==> src/rtl/ptw_pkg.sv <==
package ptw_pkg;
  localparam int unsigned ENT_VALID = 0;
  localparam int unsigned ENT_RD    = 1;
  localparam int unsigned ENT_WR    = 2;
  localparam int unsigned ENT_EX    = 3;
  localparam int unsigned ENT_USER  = 4;
  localparam int unsigned ENT_LEAF  = 5;
  localparam int unsigned ENT_DIRTY = 6;
  localparam int unsigned ENT_GLOB  = 7;

  typedef struct packed {
    logic loadReq;
    logic loadStart;
    logic issueRead;
    logic stepDown;
    logic insertPwc;
    logic latchDone;
  } ptwStrobes_t;

  typedef struct packed {
    logic       entryValid;
    logic       entryLeaf;
    logic       misaligned;
    logic [1:0] level;
  } ptwDecode_t;
endpackage

==> src/rtl/ptw_pwc.sv <==
module ptw_pwc #(
  parameter int unsigned ENTRIES = 8,
  parameter int unsigned IDX_W   = 9,
  parameter int unsigned VPN_W   = 36,
  parameter int unsigned ASID_W  = 8,
  parameter int unsigned PPN_W   = 28
) (
  input  logic              clk,
  input  logic              rstN,
  input  logic [VPN_W-1:0]  lookVpn,
  input  logic [ASID_W-1:0] lookAsid,
  output logic              hit,
  output logic [1:0]        hitLevel,
  output logic [PPN_W-1:0]  hitPpn,
  input  logic              insValid,
  input  logic [1:0]        insLevel,
  input  logic [PPN_W-1:0]  insPpn,
  input  logic              flushAll,
  input  logic              flushAsidValid,
  input  logic [ASID_W-1:0] flushAsid
);
  localparam int unsigned TAG_W = VPN_W - IDX_W;
  localparam int unsigned PTR_W = (ENTRIES > 1) ? $clog2(ENTRIES) : 1;

  logic [ENTRIES-1:0] entValid;
  logic [ASID_W-1:0]  entAsid  [ENTRIES];
  logic [TAG_W-1:0]   entTag   [ENTRIES];
  logic [1:0]         entLevel [ENTRIES];
  logic [PPN_W-1:0]   entPpn   [ENTRIES];
  logic [ENTRIES-1:0] match;
  logic [PTR_W-1:0]   rrPtr;
  logic [PTR_W-1:0]   victim;
  logic               freeFound;
  logic [TAG_W-1:0]   lookTag;

  assign lookTag = lookVpn[VPN_W-1:IDX_W];

  // Bits of the prefix that a pointer to a table at level lvl must match.
  function automatic logic [TAG_W-1:0] levelMask(input logic [1:0] lvl);
    logic [TAG_W-1:0] m;
    m = '1;
    for (int b = 0; b < int'(TAG_W); b++)
      if (b < int'(lvl) * int'(IDX_W)) m[b] = 1'b0;
    return m;
  endfunction

  for (genvar g = 0; g < int'(ENTRIES); g++) begin : gMatch
    assign match[g] = entValid[g] && (entAsid[g] == lookAsid) &&
                      (((entTag[g] ^ lookTag) & levelMask(entLevel[g])) == '0);
  end

  // Deepest matching table wins.
  always_comb begin
    hit      = 1'b0;
    hitLevel = 2'd3;
    hitPpn   = '0;
    for (int i = 0; i < int'(ENTRIES); i++) begin
      if (match[i] && (!hit || entLevel[i] < hitLevel)) begin
        hit      = 1'b1;
        hitLevel = entLevel[i];
        hitPpn   = entPpn[i];
      end
    end
  end

  // Lowest free slot first, round-robin otherwise.
  always_comb begin
    freeFound = 1'b0;
    victim    = rrPtr;
    for (int i = int'(ENTRIES) - 1; i >= 0; i--) begin
      if (!entValid[i]) begin
        victim    = PTR_W'(i);
        freeFound = 1'b1;
      end
    end
  end

  always_ff @(posedge clk) begin
    if (!rstN) begin
      entValid <= '0;
      rrPtr    <= '0;
    end else if (flushAll) begin
      entValid <= '0;
    end else if (flushAsidValid) begin
      for (int i = 0; i < int'(ENTRIES); i++)
        if (entAsid[i] == flushAsid) entValid[i] <= 1'b0;
    end else if (insValid) begin
      entValid[victim] <= 1'b1;
      if (!freeFound)
        rrPtr <= (rrPtr == PTR_W'(ENTRIES - 1)) ? '0 : rrPtr + 1'b1;
    end
  end

  always_ff @(posedge clk) begin
    if (insValid && !flushAll && !flushAsidValid) begin
      entAsid[victim]  <= lookAsid;
      entTag[victim]   <= lookTag;
      entLevel[victim] <= insLevel;
      entPpn[victim]   <= insPpn;
    end
  end


  flush_clears_chk: assert property (@(posedge clk) disable iff (!rstN)
    flushAll |=> !hit);
endmodule

==> src/rtl/ptw_datapath.sv <==
module ptw_datapath
  import ptw_pkg::*;
#(
  parameter int unsigned IDX_W  = 9,
  parameter int unsigned VPN_W  = 36,
  parameter int unsigned ASID_W = 8,
  parameter int unsigned PPN_W  = 28,
  parameter int unsigned ACC_W  = 2,
  parameter int unsigned ENT_W  = 64,
  localparam int unsigned PG_OFF = IDX_W + 3,
  localparam int unsigned PA_W   = PPN_W + PG_OFF
) (
  input  logic              clk,
  input  logic              rstN,
  input  ptwStrobes_t       strobes,
  input  logic [VPN_W-1:0]  missVpn,
  input  logic [ASID_W-1:0] missAsid,
  input  logic [ACC_W-1:0]  missAccess,
  input  logic [PPN_W-1:0]  rootPpn,
  input  logic              pwcHit,
  input  logic [1:0]        pwcLevel,
  input  logic [PPN_W-1:0]  pwcPpn,
  input  logic [ENT_W-1:0]  memRespData,
  output logic [PA_W-1:0]   memReqAddr,
  output ptwDecode_t        decode,
  output logic [VPN_W-1:0]  reqVpn,
  output logic [ASID_W-1:0] reqAsid,
  output logic [1:0]        insLevel,
  output logic [PPN_W-1:0]  insPpn,
  output logic [PPN_W-1:0]  fillPpn,
  output logic [5:0]        fillAttr,
  output logic [1:0]        fillSize,
  output logic [1:0]        faultLevel,
  output logic [ACC_W-1:0]  walkAccess
);
  logic [ACC_W-1:0] reqAccess;
  logic [1:0]       curLevel;
  logic [PPN_W-1:0] curBase;
  logic [IDX_W-1:0] curIdx;
  logic [PPN_W-1:0] entryPpn;
  logic [PPN_W-1:0] resPpn;
  logic [5:0]       resAttr;
  logic [1:0]       resLevel;

  assign curIdx     = reqVpn[int'(curLevel) * int'(IDX_W) +: IDX_W];
  assign memReqAddr = {curBase, curIdx, 3'b000};
  assign entryPpn   = memRespData[PG_OFF +: PPN_W];

  always_comb begin
    decode.entryValid = memRespData[ENT_VALID];
    decode.entryLeaf  = memRespData[ENT_LEAF];
    decode.level      = curLevel;
    case (curLevel)
      2'd1:    decode.misaligned = |entryPpn[IDX_W-1:0];
      2'd2:    decode.misaligned = |entryPpn[2*IDX_W-1:0];
      default: decode.misaligned = 1'b0;
    endcase
  end

  assign insLevel = curLevel - 2'd1;
  assign insPpn   = entryPpn;

  always_ff @(posedge clk) begin
    if (!rstN) begin
      reqVpn    <= '0;
      reqAsid   <= '0;
      reqAccess <= '0;
      curLevel  <= 2'd3;
      curBase   <= '0;
      resPpn    <= '0;
      resAttr   <= '0;
      resLevel  <= '0;
    end else begin
      if (strobes.loadReq) begin
        reqVpn    <= missVpn;
        reqAsid   <= missAsid;
        reqAccess <= missAccess;
      end
      if (strobes.loadStart) begin
        curLevel <= pwcHit ? pwcLevel : 2'd3;
        curBase  <= pwcHit ? pwcPpn : rootPpn;
      end else if (strobes.stepDown) begin
        curLevel <= curLevel - 2'd1;
        curBase  <= entryPpn;
      end
      if (strobes.latchDone) begin
        resPpn   <= entryPpn;
        resAttr  <= {memRespData[ENT_GLOB], memRespData[ENT_DIRTY], memRespData[ENT_USER],
                     memRespData[ENT_EX], memRespData[ENT_WR], memRespData[ENT_RD]};
        resLevel <= curLevel;
      end
    end
  end

  assign fillPpn    = resPpn;
  assign fillAttr   = resAttr;
  assign faultLevel = resLevel;
  assign walkAccess = reqAccess;

  always_comb begin
    case (resLevel)
      2'd1:    fillSize = 2'd1;
      2'd2:    fillSize = 2'd2;
      default: fillSize = 2'd0;
    endcase
  end
endmodule

==> src/rtl/ptw_ctrl.sv <==
module ptw_ctrl
  import ptw_pkg::*;
(
  input  logic        clk,
  input  logic        rstN,
  input  logic        missValid,
  input  logic        memRespValid,
  input  ptwDecode_t  decode,
  output ptwStrobes_t strobes,
  output logic        busy,
  output logic        memReqValid,
  output logic        fillValid,
  output logic        faultValid
);
  typedef enum logic [2:0] {ST_IDLE, ST_START, ST_ISSUE, ST_WAIT, ST_DONE} state_e;

  state_e state, stateNext;
  logic   doneFault;
  logic   walkFault;

  assign walkFault = !decode.entryValid ||
                     (decode.entryLeaf && ((decode.level == 2'd3) || decode.misaligned)) ||
                     (!decode.entryLeaf && (decode.level == 2'd0));

  always_comb begin
    strobes   = '0;
    stateNext = state;
    case (state)
      ST_IDLE: if (missValid) begin
        strobes.loadReq = 1'b1;
        stateNext       = ST_START;
      end
      ST_START: begin
        strobes.loadStart = 1'b1;
        stateNext         = ST_ISSUE;
      end
      ST_ISSUE: begin
        strobes.issueRead = 1'b1;
        stateNext         = ST_WAIT;
      end
      ST_WAIT: if (memRespValid) begin
        if (walkFault || decode.entryLeaf) begin
          strobes.latchDone = 1'b1;
          stateNext         = ST_DONE;
        end else begin
          strobes.stepDown  = 1'b1;
          strobes.insertPwc = 1'b1;
          stateNext         = ST_ISSUE;
        end
      end
      default: stateNext = ST_IDLE;
    endcase
  end

  always_ff @(posedge clk) begin
    if (!rstN) begin
      state     <= ST_IDLE;
      doneFault <= 1'b0;
    end else begin
      state <= stateNext;
      if (strobes.latchDone) doneFault <= walkFault;
    end
  end

  assign busy        = (state != ST_IDLE);
  assign memReqValid = strobes.issueRead;
  assign fillValid   = (state == ST_DONE) && !doneFault;
  assign faultValid  = (state == ST_DONE) && doneFault;


  accept_busy_chk: assert property (@(posedge clk) disable iff (!rstN)
    (missValid && !busy) |=> busy);

  single_read_chk: assert property (@(posedge clk) disable iff (!rstN)
    memReqValid |=> !memReqValid);

  excl_done_chk: assert property (@(posedge clk) disable iff (!rstN)
    !(fillValid && faultValid));

  done_pulse_chk: assert property (@(posedge clk) disable iff (!rstN)
    (fillValid || faultValid) |=> !(fillValid || faultValid));
endmodule

==> src/rtl/ptw_walker.sv <==
module ptw_walker
  import ptw_pkg::*;
#(
  parameter int unsigned IDX_W       = 9,
  parameter int unsigned ASID_W      = 8,
  parameter int unsigned PPN_W       = 28,
  parameter int unsigned ACC_W       = 2,
  parameter int unsigned PWC_ENTRIES = 8,
  localparam int unsigned VPN_W = 4 * IDX_W,
  localparam int unsigned PA_W  = PPN_W + IDX_W + 3
) (
  input  logic              clk,
  input  logic              rstN,
  input  logic [PPN_W-1:0]  rootPpn,
  input  logic              missValid,
  input  logic [VPN_W-1:0]  missVpn,
  input  logic [ASID_W-1:0] missAsid,
  input  logic [ACC_W-1:0]  missAccess,
  output logic              busy,
  input  logic              flushAll,
  input  logic              flushAsidValid,
  input  logic [ASID_W-1:0] flushAsid,
  output logic              memReqValid,
  output logic [PA_W-1:0]   memReqAddr,
  input  logic              memRespValid,
  input  logic [63:0]       memRespData,
  output logic              fillValid,
  output logic [VPN_W-1:0]  fillVpn,
  output logic [ASID_W-1:0] fillAsid,
  output logic [PPN_W-1:0]  fillPpn,
  output logic [5:0]        fillAttr,
  output logic [1:0]        fillSize,
  output logic              faultValid,
  output logic [1:0]        faultLevel,
  output logic [ACC_W-1:0]  walkAccess
);
  ptwStrobes_t       strobes;
  ptwDecode_t        decode;
  logic [VPN_W-1:0]  reqVpn;
  logic [ASID_W-1:0] reqAsid;
  logic              pwcHit;
  logic [1:0]        pwcLevel;
  logic [PPN_W-1:0]  pwcPpn;
  logic [1:0]        insLevel;
  logic [PPN_W-1:0]  insPpn;

  ptw_ctrl ctrl_i (
    .clk, .rstN, .missValid, .memRespValid, .decode, .strobes,
    .busy, .memReqValid, .fillValid, .faultValid
  );

  ptw_datapath #(
    .IDX_W(IDX_W), .VPN_W(VPN_W), .ASID_W(ASID_W), .PPN_W(PPN_W), .ACC_W(ACC_W), .ENT_W(64)
  ) dp_i (
    .clk, .rstN, .strobes, .missVpn, .missAsid, .missAccess, .rootPpn,
    .pwcHit, .pwcLevel, .pwcPpn, .memRespData, .memReqAddr, .decode,
    .reqVpn, .reqAsid, .insLevel, .insPpn, .fillPpn, .fillAttr, .fillSize,
    .faultLevel, .walkAccess
  );

  ptw_pwc #(
    .ENTRIES(PWC_ENTRIES), .IDX_W(IDX_W), .VPN_W(VPN_W), .ASID_W(ASID_W), .PPN_W(PPN_W)
  ) pwc_i (
    .clk, .rstN, .lookVpn(reqVpn), .lookAsid(reqAsid),
    .hit(pwcHit), .hitLevel(pwcLevel), .hitPpn(pwcPpn),
    .insValid(strobes.insertPwc), .insLevel, .insPpn,
    .flushAll, .flushAsidValid, .flushAsid
  );

  assign fillVpn  = reqVpn;
  assign fillAsid = reqAsid;


  giga_align_chk: assert property (@(posedge clk) disable iff (!rstN)
    (fillValid && fillSize == 2'd2) |-> (fillPpn[2*IDX_W-1:0] == '0));
endmodule

==> config.mk <==
export PLATFORM = sky130hd
export DESIGN_NAME = ptw_walker
export DESIGN_NICKNAME = d
export VERILOG_FILES = /design/src/rtl/ptw_pkg.sv /design/src/rtl/ptw_pwc.sv /design/src/rtl/ptw_datapath.sv /design/src/rtl/ptw_ctrl.sv /design/src/rtl/ptw_walker.sv
export SDC_FILE = /design/constraint.sdc
export NUM_CORES = 1
export LEC_CHECK = 0
export ABC_CLOCK_PERIOD_IN_PS = 7100
export CORE_MARGIN = 2
export CORE_UTILIZATION = 35
export CTS_CLUSTER_DIAMETER = 50
export DETAILED_ROUTE_END_ITERATION = 8
export DONT_BUFFER_PORTS = 1
export SLEW_MARGIN = 20
export SYNTH_ARGS = -nofsm -noshare
export SYNTH_HDL_FRONTEND = slang
export SYNTH_SLANG_ARGS = --single-unit
export TNS_END_PERCENT = 1
==> constraint.sdc <==
create_clock -name clk -period 7.1 [get_ports clk]
set_input_delay 1.42 -clock clk [delete_from_list [all_inputs] [get_ports clk]]
set_output_delay 1.42 -clock clk [all_outputs]
set_load 0.01 [all_outputs]
Yosys cells after proc, flatten, opt, wreduce, memory -nomap -nowiden --
Memories as Yosys holds them, arrays and structs flattened. Index checks and enable logic that the tools add are counted.
Word-level totals: output and inout bits 128, memory bits (writable) 520, flip-flop bits (word level) 127, logic and storage cells 687, memories 4
Memory list:
- pwc_i.entPpn | words 8, width 28, rd ports 8, clocked after Yosys merged registers in 0, wr ports 1, line ptw_pwc.sv:29 | logic [PPN_W-1:0] entPpn [ENTRIES];
- pwc_i.entTag | words 8, width 27, rd ports 8, clocked after Yosys merged registers in 0, wr ports 1, line ptw_pwc.sv:27 | logic [TAG_W-1:0] entTag [ENTRIES];
- pwc_i.entAsid | words 8, width 8, rd ports 8, clocked after Yosys merged registers in 0, wr ports 1, line ptw_pwc.sv:26 | logic [ASID_W-1:0] entAsid [ENTRIES];
- pwc_i.entLevel | words 8, width 2, rd ports 8, clocked after Yosys merged registers in 0, wr ports 1, line ptw_pwc.sv:28 | logic [1:0] entLevel [ENTRIES];
Cells by class: mux-type cells 291, multiply operators 9, reduce and logical (&&, ||, !) cells 79, shift-type cells 1, bitwise gates (word level) 21, equal/unequal tests 36, $lt $le $gt $ge 225, add/subtract/negate cells 2
Operator list (count):
- 6-bit by 32-bit less-than comparator with 1-bit output (first input constant) | 88
- 5-bit by 32-bit less-than comparator with 1-bit output (first input constant) | 64
- 4-bit by 32-bit less-than comparator with 1-bit output (first input constant) | 32
- 3-bit by 32-bit less-than comparator with 1-bit output (first input constant) | 16
- 28-bit two-way mux | 11
- 1-bit by 32-bit less-than comparator with 1-bit output (first input constant) | 8
- 2-bit by 32-bit less-than comparator with 1-bit output (first input constant) | 8
- 1-bit two-way mux | 248
- 27-bit AND | 8
- 27-bit zero test | 8
- 27-bit bitwise XOR | 8
- 8-bit equality test | 16
- 2-bit by 4-bit multiplier with 6-bit output (second input constant) | 9
- 3-bit two-way mux | 14
- 36-bit by 32-bit indexed part select with 9-bit output | 1
- 1-bit logical AND | 30
- 2-bit two-way mux | 12
- 2-bit AND reduction | 9
- 18-bit OR reduction | 1
- 8-bit two-way mux | 2
- 2-bit by 1-bit != test with 1-bit output (second input constant) | 8
- 2-bit less-than comparator | 7
- 1-bit zero test | 12
- 3-bit one-hot mux with 4 select lines | 1
- 23 further kinds | 43

Logic depth before layout (Yosys ltp) --
An unclocked memory read counts as a cell.
depth in word-level cells 38, gate-level depth with buffers 30

Modules after synthesis --
Synthesis repeated with hierarchy kept, for this count alone.
Unflattened totals: cells, all modules 2143, area total of the unflattened synthesis 28843.9 µm²
By module, submodules not included:
- ptw_pwc | area each 23228.5 µm², cells each 1621, instances 1
- ptw_datapath | area each 5338.9 µm², cells each 491, instances 1
- ptw_ctrl | area each 276.5 µm², cells each 31, instances 1

Worst setup path before layout --
OpenSTA, ideal clock, no wires.
kind register to register, from register dp_i.reqVpn[15], to register dp_i.curBase[15], cell stages (with the launch flop) 29, period minus slack after synthesis 6.001 ns, arrival time 5.868 ns, required time 6.967 ns, setup time 0.133 ns, path slack 1.099 ns, path buffers 2, cell sequence dfxtp_1 -> buf_2 -> xnor2_1 -> nand4_1 -> nor3_1 -> o2111ai_2 -> nand4b_1 -> mux2_2 -> or4_1 -> o21ai_0 -> nand2_1 -> o31ai_1 -> inv_1 -> ha_1 -> o21ai_0 -> o21ai_0 -> mux2i_1 -> ha_1 -> nor2_1 -> o211ai_1 -> o31ai_1 -> mux2_2 -> ha_1 -> a21oi_1 -> o21ai_1 -> o211a_1 -> buf_2 -> a221oi_1 -> o31ai_1
Between the ends: cells in the longest elaborated chain, start to end 35
Ends and longest elaborated chain:
- start: declaration | line ptw_datapath.sv:26 | output logic [VPN_W-1:0] reqVpn,
- start signal: assignment | line ptw_datapath.sv:75 | reqVpn <= missVpn;
- 27-bit bitwise XOR | line ptw_pwc.sv:49 | (((entTag[g] ^ lookTag) & levelMask(entLevel[g])) == '0);
- 27-bit AND | line ptw_pwc.sv:49
- 27-bit zero test | line ptw_pwc.sv:49
- 1-bit logical AND | line ptw_pwc.sv:48 | assign match[g] = entValid[g] && (entAsid[g] == lookAsid) &&
- 2-bit two-way mux or 1-bit two-way mux (tied branches) | line ptw_pwc.sv:58 | if (match[i] && (!hit || entLevel[i] < hitLevel)) begin
- 2-bit less-than comparator or 1-bit zero test (tied branches) | line ptw_pwc.sv:58
- 1-bit logical OR | line ptw_pwc.sv:58
- 1-bit logical AND | line ptw_pwc.sv:58
- [19 not listed]
- 1-bit logical AND | line ptw_pwc.sv:58
- 2-bit two-way mux or 1-bit two-way mux (tied branches) | line ptw_pwc.sv:58
- 2-bit less-than comparator or 1-bit zero test (tied branches) | line ptw_pwc.sv:58
- 1-bit logical OR | line ptw_pwc.sv:58
- 1-bit logical AND | line ptw_pwc.sv:58
- 28-bit two-way mux or 1-bit two-way mux (tied branches) | line ptw_pwc.sv:58
- 28-bit two-way mux * | line ptw_datapath.sv:81 | curBase <= pwcHit ? pwcPpn : rootPpn;
- 28-bit two-way mux * | line ptw_datapath.sv:79 | if (strobes.loadStart) begin
- end signal: assignment | line ptw_datapath.sv:81
- end signal: assignment | line ptw_datapath.sv:84 | curBase <= entryPpn;
- end: declaration | line ptw_datapath.sv:38 | logic [PPN_W-1:0] curBase;
Every way passes the cells marked *; elsewhere a longest branch is shown, timed or not. A chain may end at the register's enable or synchronous reset.

Worst setup path in the final report --
from register dp_i.reqVpn[12], to register dp_i.curBase[22]
Same word-level chain as after synthesis.

==> results.toml <==
[sta]
slew_viol_final = 0
finalCriticalPeriod_ps = 6750
post-route-period-util = 0.950
finalSetupViolCount = 0
final_hold_viol_count = 0
finClkSkew_ps = 23.6
fmax_ghz = 0.148
setup_ws_ps = 354
relSlewSlack = 0.268
fin_setup_tns_ps = 0
tightestPinTransition_ps = 1100

[grt]
globalRoute.totalOverflow = 0
track_usage = 0.184
antenna_found_initial = 1
grt_max_degree = 94
grt_pass1_wl_um = 119000
grt_pass1_vias = 18800

[logic_synthesis]
synth-seq-cells = 647
synth-edff-count = 520
netlist_instances = 2298
synthFlopType = "edfxtp_1"
synth_largest_area_cell = "edfxtp_1"
synthTopCellsByCount = "edfxtp_1 (520), nand2_1 (348), xnor2_1 (210)"
synth_most_common_cell = "edfxtp_1"
synth_area_leaders = "edfxtp_1 (54%), dfxtp_1 (8.8%), xnor2_1 (6.3%), nand2_1 (4.5%), xor2_1 (4.0%)"
ys_seq_area_frac = 0.625
async_flop_share = 0
post-synth-top-area-fraction = 0.538
syn_area_um2 = 29000
synth_cell_types = 86
yosys_warnings = 0
avgSynthCellArea_um2 = 12.6

[detailed_routing]
drt_pass1_iterations = 5
drc = 0
ant_nets = 0
vias = 18600
finalWirelength_um = 79700
avgViaCountPerCell = 5.26
first_iter_violations = 1309
wire_per_inst_um = 22.6

[clocking]
cts.clk_slew.worst_paths_ps = 60
htreeDepth = 3
ctsHoldBuffers = 0
cts_max_path_buffers = 3
clkLatencyLatePin_ps = 630
cts_root_buf = "clkbuf_16"
cts_tree = "built"
cts-buffers-inserted = 84
clock-sinks = 647

[placed_design]
place.gp.congestion = 0.895
place_hpwl_um = 53700
dpl_worst_slack_ps = 218
port-buffer-count = 0

[final_layout]
diodes = 0
final_nets = 2552
syn_to_final_growth_pct = 16.7
fillers = 7544
postLayoutCoreUtil = 0.413
drive_above_1_share = 0.148

[status]
status = "complete, no violations"

[critical_path]
max_stage_delay_ps = 590
cp.arrival_ps = 7240
cp-start-kind = "flip-flop"
end_kind = "flip-flop"
cp_slowest_cell = "dfxtp_1"
crit_fanout = 23
required_ps = 7600
crit_type = "flip-flop to flip-flop"

[pwr]
powerDensity_nw_per_um2 = 263
vdd_drop_max_v = 0.000174
p_leak_uw = 0.0111

[floorplanning]
core_area_um2 = 82100
row_count = 105
num_io_pins = 280
design.die.area_um2 = 85300
die_w_um = 292
initial_core_util = 0.354
die_h_um = 292

[worst_hold_path]
hold_class = "flip-flop to flip-flop"

[flow_run]
maxCapViolations = 0
==> layout make-up <==
type | instances | area, um^2 | share of cell area
inverter | 53 | 199 | 0.00587
timing repair buffer | 129 | 1080 | 0.0319
clock inverter | 48 | 526 | 0.0155
tap | 1070 | 1340 | 0.0395
multi-input combinational | 1476 | 10200 | 0.301
clock buffer | 110 | 2360 | 0.0698
sequential | 647 | 18200 | 0.536
==> layout by cell type, fill, tap and decap left out, types with 9 or more instances in the layout <==
cell and instances:
edfxtp_1 520, nand2_1 347, xnor2_1 210, xor2_1 134
buf_4 120, dfxtp_1 112, clkbuf_16 88, a21boi_0 84
nor2_1 79, mux2i_1 62, inv_1 53, nand3_1 52
a21oi_1 52, nand4_1 42, o211ai_1 37, nor3_1 35
nor4_1 33, o31ai_1 33, and3_1 24, a221oi_2 15
o21ai_0 14, clkbuf_1 14, dfxtp_2 14, or3_1 13
a211o_1 12, clkinv_1 10, o22ai_1 9, mux4_2 9
nand2b_1 9, ha_1 9, buf_12 9
==> state kept, by name, summed over array words and instances (netlist names), 3 cells and up <==
| signal | cells |
|---|---|
| pwc_i.entPpn | 224 |
| pwc_i.entTag | 216 |
| pwc_i.entAsid | 64 |
| dp_i.reqVpn | 36 |
| dp_i.curBase | 28 |
| dp_i.fillPpn | 28 |
| pwc_i.entLevel | 16 |
| dp_i.reqAsid | 8 |
| pwc_i.entValid | 8 |
| dp_i.fillAttr | 6 |
| ctrl_i.state | 3 |
| pwc_i.rrPtr | 3 |
==> worst max-delay path, delay by kind of cell, from the launching register on <==
family	cells	cell delay, ps
fa+ha+maj	3	790
xor+xnor	1	230
mux	3	1000
flops	1	590
compound gates	12	2130
simple gates	8	1430
buf+inv	3	420
==> through the flow <==
stage	cell area [um^2]	hold WS [ps]	std cells	power, uW
CTS	33800	466	3529	8990
finish	33900	465	3533	8910
global route	33900	482	3533	9190
floorplan	29000	430	2300	4540
global placement	30900	440	3371	4670
detailed placement	30900	457	3371	4680
==> repair_timing <==
item / 4_1_cts / 5_1_grt
resized for setup: 0 / 19
endpoints found under the setup margin: 0 / 30
buffers inserted: 0 / 3
==> metal layers <==
layer	vias to the layer above	part of all wire	track usage	wire (um)
met2	616	0.49	0.313	38900
met5	-	0	0	0
met1	9269	0.43	0.238	34000
li1	8587	-	-	-
met4	0	0.021	0.0515	1690
met3	110	0.064	0.0369	5080
==> cells by family after synthesis <==
logic type / after synthesis / share of synthesized area
compound gates: 340 / 0.0916
xor+xnor: 345 / 0.104
fa+ha+maj: 10 / 0.00422
buf+inv: 177 / 0.0285
flops: 647 / 0.625
mux: 84 / 0.0334
other cells: 1 / 0.000129
simple gates: 694 / 0.113
==> power by group <==
part / total, uW / internal [uW] / switching, uW / leakage (uW)
sequential: 4220 / 4130 / 80.6 / 0.00568
clock: 4320 / 2660 / 1650 / 0.00140
combinational: 381 / 164 / 217 / 0.00404
==> worst paths after layout <==
check | from | to | slack (ps) | depth (start not counted)
setup / recovery | dp_i.reqVpn[12] | dp_i.curBase[22] | 350 | 30
hold / removal | pwc_i.entPpn[7][27] | dp_i.curBase[27] | 470 | 2
setup reg to reg | dp_i.reqVpn[12] | dp_i.curBase[22] | 350 | 30
hold reg to reg | pwc_i.entPpn[7][27] | dp_i.curBase[27] | 470 | 2
(Power assumes the default switching activity.)
